## src/rtl/cardfn_cfg_pkg.sv

```systemverilog
package cardfn_cfg_pkg;
   localparam int DATA_W   = 8;
   localparam int SLOT_CNT = 8;
   localparam int PLAIN_CNT = 5;
   localparam int WIN_BITS = 4;

   typedef enum logic [2:0] {
      SLOT_OPT  = 3'd0,
      SLOT_STAT = 3'd1,
      SLOT_PIN  = 3'd2,
      SLOT_SOCK = 3'd3,
      SLOT_GAP  = 3'd4,
      SLOT_IOB0 = 3'd5,
      SLOT_IOB1 = 3'd6,
      SLOT_RSV  = 3'd7
   } slot_e;

   // slot (offset/2) that holds storage register i
   function automatic int plain_slot(input int i);
      return (i < 3) ? i + 1 : i + 2;
   endfunction

   function automatic bit slot_used(input int s);
      return (s != int'(SLOT_GAP)) && (s != int'(SLOT_RSV));
   endfunction
endpackage

```

## src/rtl/cardfn_win_decode.sv

```systemverilog
module cardfn_win_decode #(
   parameter int          ADDR_W    = 12,
   parameter logic [31:0] BASE_ADDR = 32'h200
) (
   input  logic                                 acc_en,
   input  logic [ADDR_W-1:0]                    acc_addr,
   output logic [cardfn_cfg_pkg::SLOT_CNT-1:0]  slot_sel
);
   import cardfn_cfg_pkg::*;

   localparam int HI_W = ADDR_W - WIN_BITS;
   localparam logic [ADDR_W-1:0] BASE_V = BASE_ADDR[ADDR_W-1:0];

   logic in_win;
   logic even;

   assign in_win = acc_en && (acc_addr[ADDR_W-1:WIN_BITS] == BASE_V[ADDR_W-1:WIN_BITS]);
   assign even   = ~acc_addr[0];

   for (genvar s = 0; s < SLOT_CNT; s++) begin : g_slot
      if (slot_used(s)) begin : g_used
         assign slot_sel[s] = in_win && even &&
                              (acc_addr[WIN_BITS-1:1] == 3'(s));
      end else begin : g_hole
         assign slot_sel[s] = 1'b0;
      end
   end
endmodule

```

## src/rtl/cardfn_opt_reg.sv

```systemverilog
module cardfn_opt_reg #(
   parameter int IDX_W = 6
) (
   input  logic             clk,
   input  logic             por_n,
   input  logic             hard_rst,
   input  logic             wr,
   input  logic [7:0]       wdata,
   output logic             sreset,
   output logic             lvl_mode,
   output logic [IDX_W-1:0] cfg_idx,
   output logic             func_rst
);
   // software reset: only power-on reset or a write changes it
   always_ff @(posedge clk or negedge por_n) begin
      if (!por_n)  sreset <= 1'b0;
      else if (wr) sreset <= wdata[7];
   end

   assign func_rst = hard_rst | sreset;

   always_ff @(posedge clk or negedge por_n) begin
      if (!por_n) begin
         lvl_mode <= 1'b1;
         cfg_idx  <= '0;
      end else if (func_rst || (wr && wdata[7])) begin
         lvl_mode <= 1'b1;
         cfg_idx  <= '0;
      end else if (wr) begin
         lvl_mode <= wdata[6];
         cfg_idx  <= wdata[IDX_W-1:0];
      end
   end
endmodule

```

## src/rtl/cardfn_plain_bank.sv

```systemverilog
module cardfn_plain_bank #(
   parameter int NREG = 5,
   parameter int DW   = 8
) (
   input  logic                    clk,
   input  logic                    por_n,
   input  logic                    func_rst,
   input  logic [NREG-1:0]         wr_sel,
   input  logic [DW-1:0]           wdata,
   output logic [NREG-1:0][DW-1:0] q
);
   for (genvar i = 0; i < NREG; i++) begin : g_reg
      always_ff @(posedge clk or negedge por_n) begin
         if (!por_n)         q[i] <= '0;
         else if (func_rst)  q[i] <= '0;
         else if (wr_sel[i]) q[i] <= wdata;
      end
   end
endmodule

```

## src/rtl/cardfn_irq_shape.sv

```systemverilog
module cardfn_irq_shape #(
   parameter int PULSE_W  = 8,
   parameter bit PULSE_EN = 1'b1
) (
   input  logic clk,
   input  logic por_n,
   input  logic func_rst,
   input  logic lvl_mode,
   input  logic irq_src,
   output logic irq_n
);
   localparam int CW = $clog2(PULSE_W + 1);

   if (PULSE_EN) begin : g_pulse
      logic          src_q;
      logic [CW-1:0] cnt;
      logic          edge_hit;

      assign edge_hit = irq_src && !src_q && !lvl_mode && !func_rst;

      always_ff @(posedge clk or negedge por_n) begin
         if (!por_n) begin
            src_q <= 1'b0;
            cnt   <= '0;
         end else begin
            src_q <= irq_src;
            if (func_rst || lvl_mode) cnt <= '0;
            else if (edge_hit)        cnt <= CW'(PULSE_W);
            else if (cnt != '0)       cnt <= cnt - 1'b1;
         end
      end

      always_comb begin
         if (func_rst)      irq_n = 1'b1;
         else if (lvl_mode) irq_n = ~irq_src;
         else               irq_n = (cnt == '0);
      end
   end else begin : g_level
      logic unused_sig;
      assign unused_sig = clk ^ por_n ^ lvl_mode;
      assign irq_n = func_rst | ~irq_src | (unused_sig & 1'b0);
   end
endmodule

```

## src/rtl/cardfn_cfg_regs.sv

```systemverilog
module cardfn_cfg_regs #(
   parameter int          ADDR_W    = 12,
   parameter logic [31:0] BASE_ADDR = 32'h200,
   parameter int          IDX_W     = 6,
   parameter int          PULSE_W   = 8,
   parameter bit          PULSE_EN  = 1'b1
) (
   input  logic              clk,
   input  logic              por_n,
   input  logic              hard_rst,
   input  logic              acc_en,
   input  logic              acc_we,
   input  logic [ADDR_W-1:0] acc_addr,
   input  logic [7:0]        acc_wdata,
   output logic [7:0]        acc_rdata,
   input  logic              io_req,
   output logic              io_accept,
   output logic              io_en,
   output logic              func_rst,
   input  logic              irq_src,
   output logic              irq_n
);
   import cardfn_cfg_pkg::*;

   if (IDX_W + 2 != DATA_W) begin : g_bad_idx
      $error("IDX_W must leave exactly two control bits in the options byte");
   end
   if (BASE_ADDR % (1 << WIN_BITS) != 0) begin : g_bad_base
      $error("BASE_ADDR must be aligned to the 16-byte window");
   end
   if (ADDR_W <= WIN_BITS) begin : g_bad_aw
      $error("ADDR_W too small for the register window");
   end
   if (PULSE_W < 1) begin : g_bad_pw
      $error("PULSE_W must be at least one clock");
   end

   logic [SLOT_CNT-1:0]              slot_sel;
   logic                             wr_any;
   logic                             opt_wr;
   logic [PLAIN_CNT-1:0]             plain_wr;
   logic [PLAIN_CNT-1:0][DATA_W-1:0] plain_q;
   logic                             sreset;
   logic                             lvl_mode;
   logic [IDX_W-1:0]                 cfg_idx;

   cardfn_win_decode #(.ADDR_W(ADDR_W), .BASE_ADDR(BASE_ADDR)) u_dec (
      .acc_en   (acc_en),
      .acc_addr (acc_addr),
      .slot_sel (slot_sel)
   );

   assign wr_any = acc_we;
   assign opt_wr = wr_any && slot_sel[SLOT_OPT];

   for (genvar i = 0; i < PLAIN_CNT; i++) begin : g_wsel
      assign plain_wr[i] = wr_any && slot_sel[plain_slot(i)];
   end

   cardfn_opt_reg #(.IDX_W(IDX_W)) u_opt (
      .clk      (clk),
      .por_n    (por_n),
      .hard_rst (hard_rst),
      .wr       (opt_wr),
      .wdata    (acc_wdata),
      .sreset   (sreset),
      .lvl_mode (lvl_mode),
      .cfg_idx  (cfg_idx),
      .func_rst (func_rst)
   );

   cardfn_plain_bank #(.NREG(PLAIN_CNT), .DW(DATA_W)) u_bank (
      .clk      (clk),
      .por_n    (por_n),
      .func_rst (func_rst),
      .wr_sel   (plain_wr),
      .wdata    (acc_wdata),
      .q        (plain_q)
   );

   cardfn_irq_shape #(.PULSE_W(PULSE_W), .PULSE_EN(PULSE_EN)) u_irq (
      .clk      (clk),
      .por_n    (por_n),
      .func_rst (func_rst),
      .lvl_mode (lvl_mode),
      .irq_src  (irq_src),
      .irq_n    (irq_n)
   );

   always_comb begin
      acc_rdata = '0;
      if (!acc_we) begin
         if (slot_sel[SLOT_OPT]) acc_rdata = {sreset, lvl_mode, cfg_idx};
         for (int i = 0; i < PLAIN_CNT; i++) begin
            if (slot_sel[plain_slot(i)]) acc_rdata = plain_q[i];
         end
      end
   end

   assign io_en     = |cfg_idx;
   assign io_accept = io_req & io_en;
endmodule

```

## config.mk

```make
export PLATFORM = sky130hd
export DESIGN_NAME = cardfn_cfg_regs
export DESIGN_NICKNAME = d
export VERILOG_FILES = /design/src/rtl/cardfn_cfg_pkg.sv /design/src/rtl/cardfn_win_decode.sv /design/src/rtl/cardfn_opt_reg.sv /design/src/rtl/cardfn_plain_bank.sv /design/src/rtl/cardfn_irq_shape.sv /design/src/rtl/cardfn_cfg_regs.sv
export SDC_FILE = /design/constraint.sdc
export NUM_CORES = 1
export LEC_CHECK = 0
export CAP_MARGIN = 20
export CORE_UTILIZATION = 50
export DETAILED_ROUTE_END_ITERATION = 10
export PLACE_DENSITY = 0.82
export SLEW_MARGIN = 20
export SYNTH_ARGS = -nofsm -noshare
export SYNTH_HDL_FRONTEND = slang
export SYNTH_SLANG_ARGS = --single-unit
```

## constraint.sdc

```tcl
create_clock -name clk -period 1.89 [get_ports clk]
set_clock_uncertainty 0.05 [all_clocks]
set_input_delay 0.378 -clock clk [delete_from_list [all_inputs] [get_ports clk]]
set_output_delay 0.378 -clock clk [all_outputs]
set_load 0.05 [all_outputs]
```

==> results.md, run 1 <==
- Compared with the post-synthesis result, the final layout area differs by 38.7%.
- The total CTS buffers is 5.
- The largest single stage delay on the critical path is between 400 and 500 ps.
- Across all layers, the routed design uses 2389 vias.
- The floorplan die width is slightly below 80 um.
- Setup repair after global routing could not meet its margin everywhere.
- The endpoint identified for the worst register-to-register timing path is u_irq.g_pulse.cnt[1].
- The maximum count of clock buffers along a single path is 2.
- The clock reaches the later pin of the worst-skew pair after 310 ps.
- The slack of the worst reg-to-reg path is 300 ps.
- Summing all placed instances gives a cell area of 0.00381 mm^2.
- The global-route usage over all layers is roughly a quarter.
- The number of nets in the finished design is 372.
- The worst setup path is launched from a register.
- In the synthesized netlist the dominant register cell turns out to be dfrtp_1.
- In this run the remaining antenna-violating nets after routing total 0.
- The via count of the first global-routing pass is 2422.
- The final worst setup slack is -238 ps.
- Counting flops with an async set or reset pin after synthesis yields a share of 100%.
- The power density of the placed cells is 513 mW/mm^2.
- The final routed wire length divided by cell count is 18.7 um.
- The flow ran to the end, but the final reports show violations.
- The timing-limited maximum frequency is roughly 0.47 GHz.
- In the routed design, unresolved DRC markers number 0.
- The part of the cycle the worst path needs is 113%.
- The detailed router's first-iteration violation count is between 150 and 200.
- The checks that failed: setup timing.
- The area of the core is 0.00554 mm^2.
- For the finished layout, the period the worst path requires is 2130 ps.
- The number of levels in the clock H-tree is 2.
- The clock input transition at the sequential cells of the worst setup and hold paths is 100 ps.
- The leakage power is between 1.5 and 2 nW.
- The final-report max-slew violation count is 0.
- STA puts the critical path data required time at 1460 ps.
- The initial utilization of the core area, before any placement, comes to 52.4%.
- The number of setup violations in the final report is 10.
- The type of the setup path with the least slack is register to output pin.
- After synthesis, flip-flops and latches occupy between 40% and 50% of the total area.
- Along the worst path, the maximum fanout reaches 2.
- Of the cells placed in the final design, the portion with a size suffix greater than 1 is 29.9%.
- The number of flops mapped to enable cells by yosys is 0.
- The largest net degree at the start of global routing is 36.
- Summed over all failing endpoints, the final setup total negative slack is -1340 ps.
- The number of ports placed on the die boundary is 39.
- The launch point of the worst reg-to-reg path is u_irq.g_pulse.cnt[1].
- The path category of the worst min-delay check is input port to async pin.
- The number of clock sinks is 53.
- In this design, the largest share of critical-path delay is due to flip-flops.
- The number of detailed-route iterations in the first pass is 4.
- The number of antenna diodes in the final layout is 0.
- The synthesized design contains 53 register bits.
- At the placement stage, the worst setup path has a slack of -563 ps.
- The CTS root buffer is clkbuf_8.
- Fill cells in the final layout number 384.
- The cell count after synthesis is 269.
- The final HPWL from detailed placement is 5290 um.
- Across the run, the number of max-cap violations was 0.
- At the worst endpoint, the arrival time is ~1700 ps.
- The peak supply drop is 0.609 mV.
- The slew of the pin with the lowest slew margin is 466 ps.
- Synthesis produced a netlist with a net count of 297.
- The endpoint kind of the worst setup timing path is an output pin.
- After synthesis, the netlist uses 39 different library cells.
- The floorplan step defined a die boundary enclosing 0.00611 mm^2.
- The critical path goes through inv_2 > ha_4 > or3b_4 > o211ai_1 > buf_4.
- The y dimension of the die is between 70 and 80 um.
- The worst relative slew slack is 68.9%.
- The global placer's final weighted congestion is 0.818.
- The buffer and inverter count on the worst path is 2.
- The overall routed net length is 7800 um.
- The TritonCTS clock tree is done.
- The depth of the most critical reg-to-reg path is 6.
- The number of port buffers is 38.
- The Yosys warning count is 0.
- After global routing the overflow that remains totals 0.
- After synthesis the cells add up to 0.00290 mm^2.
- The number of antenna violations at the first check in global routing is 0.
- The synthesized area divided by synthesized cell count is 10.8 um^2.
- For this design, the slowest cell found on the critical path is dfrtp_1.
- The wire length of the first global-routing pass is 12100 um.
- The number of hold-slack violations in the final timing report was 0.
- The row count is 27.
- After routing the design area is just over 0.004 mm^2.
- Using the TritonRoute via totals, the vias-per-cell ratio works out to around 5.7.
==> placed cells by master (no fill, tap or decap), types with 5 or more instances in the layout <==
cell type and count:
nand2_1 64, mux2i_1 62, dfrtp_1 51, buf_4 35, buf_12 13, buf_6 11, clkdlybuf4s50_1 11, buf_2 7
a22o_1 6, a211oi_4 6, clkbuf_8 5
==> how the worst max path moves through the flow <==
stage                               startpoint            to  slack, ps  cells after the start
after global placement             acc_addr[1]  acc_rdata[3]       -530                      6
after global routing      u_irq.g_pulse.cnt[1]         irq_n       -310                      5
after CTS                 u_irq.g_pulse.cnt[0]         irq_n       -240                      5
after detailed placement           acc_addr[1]  acc_rdata[1]       -560                      6
final                     u_irq.g_pulse.cnt[1]         irq_n       -240                      5
after floorplan                    acc_addr[5]  acc_rdata[0]       -610                      3
==> where the power goes <==
part	internal (mW)	total, mW	switching (mW)
Clock	0.263	0.643	0.379
Combinational	0.124	0.288	0.164
Sequential	1.13	1.13	0.000318
Total	1.52	2.07	0.544
==> cell usage after synthesis, types with 2 or more instances <==
master     instances  area share [%]
nand2_1           64             8.3
mux2i_1           62              21
dfrtp_1           52              45
clkbuf_1           8             1.0
a211oi_1           7             1.8
a22o_1             6             1.8
a22oi_1            6             1.6
nor2_1             6            0.78
nand3b_1           4             1.0
nand4_4            4             2.9
nor3_1             4            0.69
and4b_1            3             1.0
buf_1              3            0.39
inv_1              3            0.39
nand2b_1           3            0.65
nor2b_1            3            0.65
a21o_1             2            0.52
a311oi_1           2            0.60
buf_2              2            0.34
buf_6              2            0.78
nor4b_4            2             1.6
nor4bb_1           2            0.69
o21ai_0            2            0.34
o2bb2ai_1          2            0.60
==> logic make-up (layout without fill, tap and decap cells) <==
family | count (synthesis) | count (layout) | share of synthesized area [%]
AND/OR/NAND/NOR | 103 | 103 | 20.8
multiplexers | 63 | 63 | 21.9
flip-flops | 53 | 53 | 45.7
AO/OA/AOI/OAI | 30 | 30 | 7.93
buffers and inverters | 18 | 94 | 2.93
adder cells (fa/ha/maj) | 1 | 1 | 0.431
XOR/XNOR | 1 | 1 | 0.302
==> layer usage <==
layer,global-route usage (%),up-vias,part of all wire (%)
met5,0,-,0
met4,6.67,0,0.99
met3,3.72,10,4.2
met2,46.0,77,52
met1,33.6,1193,43
li1,-,1109,-
==> flip-flops by register name (all words and copies together) (netlist names) <==
signal and cells:
u_bank.q 40, u_irq.g_pulse.cnt 4, u_irq.g_pulse.src_q 1, u_opt.cfg_idx 6, u_opt.lvl_mode 1, u_opt.sreset 1
==> layout make-up <==
cell class / instances / area [um^2] / share of cell area (%)
Multi-Input combinational cell: 198 / 1660 / 41.3
Sequential cell: 53 / 1330 / 33.0
Timing Repair Buffer: 83 / 850 / 21.1
Tap cell: 72 / 90.1 / 2.24
Clock buffer: 7 / 76.3 / 1.90
Inverter: 3 / 11.3 / 0.280
Clock inverter: 1 / 7.51 / 0.186
==> stage by stage <==
stage                     total power, mW  util, %  cells  hold slack (ps)
after detailed placement             1.44     68.8    398              306
after global placement               1.43     68.8    398              300
after floorplan                      1.28        -    269             32.4
after global routing                 2.13     72.7    417              498
final                                2.07     72.7    417              487
after CTS                            2.07     72.3    416              483
==> repair_timing <==
item / 4_1_cts / 5_1_grt
hold buffers: 1 / 0
gates resized for setup: 62 / 4
endpoints found under the hold margin: 17 / 0
endpoints found under the setup margin: 31 / 11
pin swaps: 17 / 7
buffers inserted: 10 / 2
(Power assumes the default switching activity.)
==> run 2, diff against run 1 <==
--- a/config.mk
+++ b/config.mk
@@ -6,6 +6,7 @@
 export NUM_CORES = 1
 export LEC_CHECK = 0
 export CAP_MARGIN = 20
+export CORE_ASPECT_RATIO = 0.7
 export CORE_UTILIZATION = 50
 export DETAILED_ROUTE_END_ITERATION = 10
 export PLACE_DENSITY = 0.82
==> results.md, run 2 (synthesis gave the netlist of run 1 again) <==
- The antenna diode instance count is 0 (unchanged).
- The final routed wire length divided by cell count is 18.5 um (-1.0%).
- The critical path required time is 1460 ps (about the same).
- The data arrival at the endpoint of the critical path is 1750 ps (+50 ps).
- The part of the power in combinational logic is 13.6% (-0.4 points).
- The signed area change from the synthesized netlist to the final layout is 36.2%.
- The switching power share of the total is 26.3% (-0.029 points).
- The leakage power is 1.93 nW (-1.8%).
- The library cell used most frequently in the layout, excluding fill and tap cells, is nand2_1.
- The launch point of the worst reg-to-reg path is u_irq.g_pulse.cnt[1].
- The switching power summed over all nets is 0.541 mW (-0.57%).
- The clock latency on the worst-skew pair is 310 ps (about the same).
- The number of antenna violations at the first check in global routing was 0 (unchanged).
- The part of the cycle the worst path needs is 115% (+2.7 points).
- The slowest cell on the critical path is dfrtp_1.
- The number of levels in the clock H-tree is 2 (unchanged).
- The row count is 22 (-19%).
- The number of detailed-route iterations in the first pass is 4 (unchanged).
- The count of filler cells inserted in the layout was 378 (-1.6%).
- The post-placement cell area is 0.00378 mm^2 (-0.85%).
- The starting density of the core was 53.5% (+1.1 points).
- The overall routed net length is 7570 um (-2.9%).
- The clock network fraction of total power is 31.2% (about the same).
- The number of hold-slack violations in the final timing report came to 0 (unchanged).
- The largest registers in the layout are u_bank.q x40, u_opt.cfg_idx x6, u_irq.g_pulse.cnt x4.
- The buffer and inverter count on the worst path is 2 (unchanged).
- The total CTS buffers is 5 (unchanged).
- The global placer's final weighted congestion was 0.825 (+0.82%).
- In this design, the largest share of critical-path delay is due to flip-flops.
- The number of port buffers is 38 (unchanged).
- Tracing the worst setup path back leads to its startpoint at u_irq.g_pulse.cnt[1].
- The power density of the placed cells is 520 mW/mm^2 (+1.4%).
- The clock input transition at the sequential cells of the worst setup and hold paths is 100 ps (about the same).
- The floorplan die width was 93.1 um (+19%).
- The accumulated negative setup slack is -1350 ps (-14.0 ps).
- The post-route cell area is 0.00395 mm^2 (-1.8%).
- The y dimension of the die is 65.8 um (-16%).
- Traced cell by cell, the critical path runs through inv_1 > ha_2 > or3b_4 > o211ai_1 > buf_4.
- The number of antenna-violating nets in the routed design is 0 (unchanged).
- The flip-flop count of the largest register after layout is 40 (unchanged).
- The run finished, with violations left.
- TritonCTS built the clock tree.
- The internal power is 1.52 mW (-0.42%).
- The minimum clock period was 2180 ps (+50.4 ps).
- The residual overflow from global routing is 0 (unchanged).
- The post-detailed-route via-to-cell ratio was 5.78 (+0.93%).
- The number of setup violations in the final report is 11 (+1).
- The maximum count of clock buffers along a single path was 2 (unchanged).
- The die area is 0.00612 mm^2 (about the same).
- The worst relative slew slack is 69.3% (+0.41 points).
- The area of the core is 0.00542 mm^2 (-2.1%).
- The final HPWL from detailed placement was 5500 um (+4.0%).
- STA classifies the critical path endpoint as an output pin.
- The global-route usage over all layers came to 27.4% (+1.4 points).
- The path category of the worst min-delay check is input port to async pin.
- The CTS root buffer is clkbuf_8.
- The checks that failed: setup timing.
- The final-report max-slew violation count came to 0 (unchanged).
- The slew of the pin with the lowest slew margin was 460 ps (-6.17 ps).
- The number of max-capacitance violations reported is 0 (unchanged).
- The number of non-filler instances in the completed layout is 409 (-1.9%).
- The remaining routing DRC violations was 0 (unchanged).
- The sequential cell fraction of total power is 55.2% (+0.3 points).
- In the layout the commonest cells are 64 x nand2_1, 62 x mux2i_1, 51 x dfrtp_1.
- The wire length of the first global-routing pass is 12500 um (+3.3%).
- Setup repair after global routing could not meet its margin everywhere.
- The via count of the first global-routing pass is 2407 (-0.62%).
- The number of nets in the finished design is 364 (-2.2%).
- The number of placed cells counting well taps was 392 (-1.5%).
- More flip-flops sit in one register than any other, and that register is u_bank.q.
- The pre-CTS setup slack is -546 ps (+16.4 ps).
- The peak supply drop came to 0.302 mV (-50%).
- The share of final-layout standard cells stronger than drive strength 1 is 28.5% (-1.4 points).
- The timing-limited maximum frequency is 0.459 GHz (-2.3%).
- The number of ports placed on the die boundary was 39 (unchanged).
- The detailed router's first-iteration violation count is 138 (-25%).
- The biggest cell delay along the critical path is 410 ps (about the same).
- The number of clock sinks is 53 (unchanged).
- The worst setup path is of the register to output pin kind.
- The detailed-route via count is 2365 (-1.0%).
- The slack of the worst reg-to-reg path is 330 ps (+30 ps).
- The startpoint type of the worst setup path is a register.
- The highest net fanout along the worst path is 2 (unchanged).
- The final worst setup slack was -288 ps (-50.4 ps).
- The largest net degree at the start of global routing is 55 (+53%).
==> run 2: cell types whose count changed in the layout (fill, tap and decap cells not counted), sizes merged <==
cell           before  now
clkdlybuf4s15       2    0
clkbuf              7    9
clkinvlp            1    2
buf                66   57
==> run 2: final cells by class <==
type / count / area, um^2 / share of cell area, %
clock buffer: 6 / 72.6 / 1.84
clock inverter: 2 / 15.0 / 0.380
inverter: 3 / 11.3 / 0.285
multi-input combinational: 198 / 1650 / 41.8
sequential: 53 / 1330 / 33.6
tap: 72 / 90.1 / 2.28
timing repair buffer: 75 / 785 / 19.8
==> run 2: layer usage <==
metal  vias to the layer above  routed length, um  track usage (%)
li1                       1094                  -                -
met1                      1186               3520             37.0
met2                        74               3510             45.1
met3                        11                446             5.79
met4                         0                 93             7.50
met5                         -                  0                0
==> run 2: power groups by stage <==
| stage | logic, mW | clock network, mW | registers (mW) |
|---|---|---|---|
| floorplan | 0.124 | 0 | 1.16 |
| global placement | 0.272 | 0 | 1.16 |
| detailed placement | 0.276 | 0 | 1.16 |
| CTS | 0.280 | 0.649 | 1.13 |
| global route | 0.301 | 0.704 | 1.14 |
| finish | 0.280 | 0.642 | 1.13 |
==> run 2: final timing paths <==
| check | endpoint | cells past startpoint |
|---|---|---|
| worst max-delay path | irq_n | 5 |
| worst min-delay path | u_bank.q[39] | 2 |
| worst max register to register | u_irq.g_pulse.cnt[1] | 5 |
| worst min register to register | u_bank.q[35] | 2 |
| max in group asynchronous | u_bank.q[22] | 3 |
| min in group clk | u_bank.q[35] | 2 |
==> run 2: timing repair <==
action | 4_1_cts | 5_1_grt
endpoints found under the hold margin | 15 | 0
pin swaps | 17 | 10
setup buffers | 5 | 3
endpoints found under the setup margin | 24 | 11
hold buffers | 1 | 0
resized for setup | 55 | 7
==> run 2: per-stage QoR <==
stage / power (mW) / hold slack [ps] / utilization (%)
after floorplan: 1.28 / 32.4 / -
after global placement: 1.43 / 294 / 69.7
after detailed placement: 1.43 / 295 / 69.7
after CTS: 2.06 / 484 / 72.6
after global routing: 2.14 / 503 / 72.9
final: 2.06 / 478 / 72.9
==> run 3, diff against run 2 <==
--- a/config.mk
+++ b/config.mk
@@ -7,9 +7,9 @@
 export LEC_CHECK = 0
 export CAP_MARGIN = 20
 export CORE_ASPECT_RATIO = 0.7
-export CORE_UTILIZATION = 50
+export CORE_UTILIZATION = 40
 export DETAILED_ROUTE_END_ITERATION = 10
-export PLACE_DENSITY = 0.82
+export PLACE_DENSITY = 0.69
 export SLEW_MARGIN = 20
 export SYNTH_ARGS = -nofsm -noshare
 export SYNTH_HDL_FRONTEND = slang
==> results.md, run 3 (synthesis gave the netlist of run 1 again) <==
- The run finished, with violations left.
- The final reports fail on setup timing.
- The global placer's final weighted congestion is 0.773 (-6.3%).
- The buffer and inverter count on the worst path was 2 (unchanged).
- The detailed-route via count is 2195 (-7.2%).
- The number of nets in the finished design is 362 (-0.55%).
- In this run the worst hold path is classified as input port to async pin.
- The total CTS buffers came to 5 (unchanged).
- The y dimension of the die is 73.3 um (+11%).
- The critical path required time is 1460 ps (about the same).
- The number of max-capacitance violations reported came to 0 (unchanged).
- The signal on the critical path passes through inv_1 > ha_2 > or3b_4 > o211ai_1 > buf_4.
- The worst setup path is captured at an output pin.
- The area of the core is 0.00688 mm^2 (+27%).
- The post-route cell area is 0.00397 mm^2 (+0.51%).
- The worst register-to-register path begins at u_irq.g_pulse.cnt[1].
- The share of final-layout standard cells stronger than drive strength 1 is 26.6% (-1.8 points).
- The type of the setup path with the least slack is register to output pin.
- The number of hold-slack violations in the final timing report was 0 (unchanged).
- The flip-flop count of the largest register after layout is 40 (unchanged).
- The die area is 0.00761 mm^2 (+24%).
- The CTS root buffer is clkbuf_8.
- The largest net degree at the start of global routing is 54 (-1.8%).
- The slowest cell on the critical path is dfrtp_1.
- The biggest cell delay along the critical path is 390 ps (-20 ps).
- The number of antenna-violating nets in the routed design is 0 (unchanged).
- The leakage power is 1.93 nW (-0.38%).
- The maximum count of clock buffers along a single path is 2 (unchanged).
- The slew of the pin with the lowest slew margin came to 398 ps (-62.0 ps).
- The worst setup path is launched from a register.
- The remaining routing DRC violations is 0 (unchanged).
- The reg-to-reg critical path endpoint is u_irq.g_pulse.cnt[1].
- The post-placement cell area is 0.00381 mm^2 (+0.73%).
- The starting density of the core is 42.2% (-11 points).
- The most common library cell in the layout ignoring fill and taps is nand2_1.
- The number of levels in the clock H-tree is 2 (unchanged).
- The top register by number of flip-flops is u_bank.q.
- Setup repair after global routing could not meet its margin everywhere.
- The number of port buffers is 38 (unchanged).
- The largest registers in the layout are u_bank.q x40, u_opt.cfg_idx x6, u_irq.g_pulse.cnt x4.
- The depth of the most critical reg-to-reg path is 6 (+1).
- The row count is 25 (+14%).
- The share of the core filled with cells came to 57.7% (-15 points).
- The number of detailed-route iterations in the first pass came to 4 (unchanged).
- The number of clock sinks came to 53 (unchanged).
- The number of antenna violations at the first check in global routing came to 0 (unchanged).
- The number of ports placed on the die boundary is 39 (unchanged).
- The final routed wire length divided by cell count is 16.1 um (-13%).
- The final worst setup slack was -219 ps (+68.9 ps).
- The wire length of the first global-routing pass is 11700 um (-6.6%).
- The number of logic stages on the critical path including buffering is 5 (unchanged).
- The post-detailed-route via-to-cell ratio is 5.13 (-11%).
- The final HPWL from detailed placement is 5070 um (-7.8%).
- The data arrival at the endpoint of the critical path is 1680 ps (-70 ps).
- Leaving out fill and tap cells, the most frequent cells in the layout are 64 x nand2_1, 62 x mux2i_1, 52 x dfrtp_1.
- The slack of the worst reg-to-reg path is 280 ps (-50 ps).
- The number of buffers inserted by hold repair at cts is 0 (-1).
- The global-route usage over all layers came to 19.6% (-7.8 points).
- The count of filler cells inserted in the layout is 597 (+58%).
- The clock input transition at the sequential cells of the worst setup and hold paths came to 90 ps (about the same).
- The floorplan die width is 104 um (+12%).
- The minimum clock period is 2110 ps (-68.9 ps).
- The timing-limited maximum frequency is 0.474 GHz (+3.3%).
- The worst relative slew slack is 73.4% (+4.1 points).
- In this run the worst setup path begins at u_irq.g_pulse.cnt[1].
- The overall routed net length was 6910 um (-8.8%).
- The TritonCTS clock tree is done.
- The clock latency on the worst-skew pair is 300 ps (about the same).
- Compared with the post-synthesis result, the final layout area differs by 36.9%.
- The accumulated negative setup slack was -1070 ps (+282 ps).
- The highest net fanout along the worst path is 2 (unchanged).
- The detailed router's first-iteration violation count came to 101 (-27%).
- The critical path ends at irq_n.
- The part of the cycle the worst path needs is 112% (-3.6 points).
- The power density of the placed cells is 510 mW/mm^2 (-1.9%).
- Broken down by cell family, the worst path's largest delay share belongs to flip-flops.
- The final-report max-slew violation count came to 0 (unchanged).
- The peak supply drop is 0.276 mV (-8.7%).
- The antenna diode instance count came to 0 (unchanged).
- The via count of the first global-routing pass is 2349 (-2.4%).
- The residual overflow from global routing is 0 (unchanged).
- The number of setup violations in the final report is 9 (-2).
run 3: cell types whose count changed in the layout (fill, tap and decap cells not counted), moves of 2 or more:
cell / delta
clkbuf_2: -2
clkdlybuf4s15_1: +3
buf_4: -3
buf_8: +2
clkinvlp_4: -2
run 3: timing repair:
| action | in CTS | in global routing |
|---|---|---|
| endpoints found under the hold margin | 0 | 0 |
| pin swaps | 14 | 11 |
| gates cloned | 0 | 1 |
| buffers inserted | 6 | 0 |
| gates resized for setup | 52 | 8 |
| endpoints found under the setup margin | 54 | 11 |
run 3: power by group:
group	internal [mW]	total, mW	switching, mW
Clock	0.257	0.621	0.364
Sequential	1.13	1.13	0.000360
Combinational	0.117	0.272	0.155
Total	1.51	2.03	0.519
run 3: layout make-up:
cell class | instances | area [um^2] | area share, %
Clock buffer | 6 | 72.6 | 1.83
Clock inverter | 1 | 8.76 | 0.220
Inverter | 3 | 11.3 | 0.283
Multi-Input combinational cell | 198 | 1650 | 41.5
Sequential cell | 53 | 1330 | 33.4
Tap cell | 94 | 118 | 2.96
Timing Repair Buffer | 73 | 788 | 19.8
run 3: routing by layer:
layer	GRT usage, %	share of wire, %	up-vias
met3	4.17	4.0	6
met4	2.86	0.39	0
met5	0	0	-
met1	27.2	50	1063
li1	-	-	1083
met2	32.6	45	43
run 3: worst min-delay path by stage:
stage	endpoint	slack, ps
floorplan	u_bank.q[0]	30
global placement	u_bank.q[39]	340
detailed placement	u_bank.q[32]	350
CTS	u_bank.q[32]	9
global route	u_bank.q[39]	10
finish	u_bank.q[39]	2
run 3: per-stage QoR:
step | hold slack (ps) | total power [mW] | worst slack, ps | cells
3_5_place_dp | 348 | 1.43 | -527 | 414
6_report | 2.11 | 2.03 | -219 | 428
4_1_cts | 9.47 | 2.05 | -239 | 427
2_1_floorplan | 32.4 | 1.28 | -608 | 269
3_3_place_gp | 341 | 1.43 | -512 | 414
5_1_grt | 12.6 | 2.11 | -312 | 428
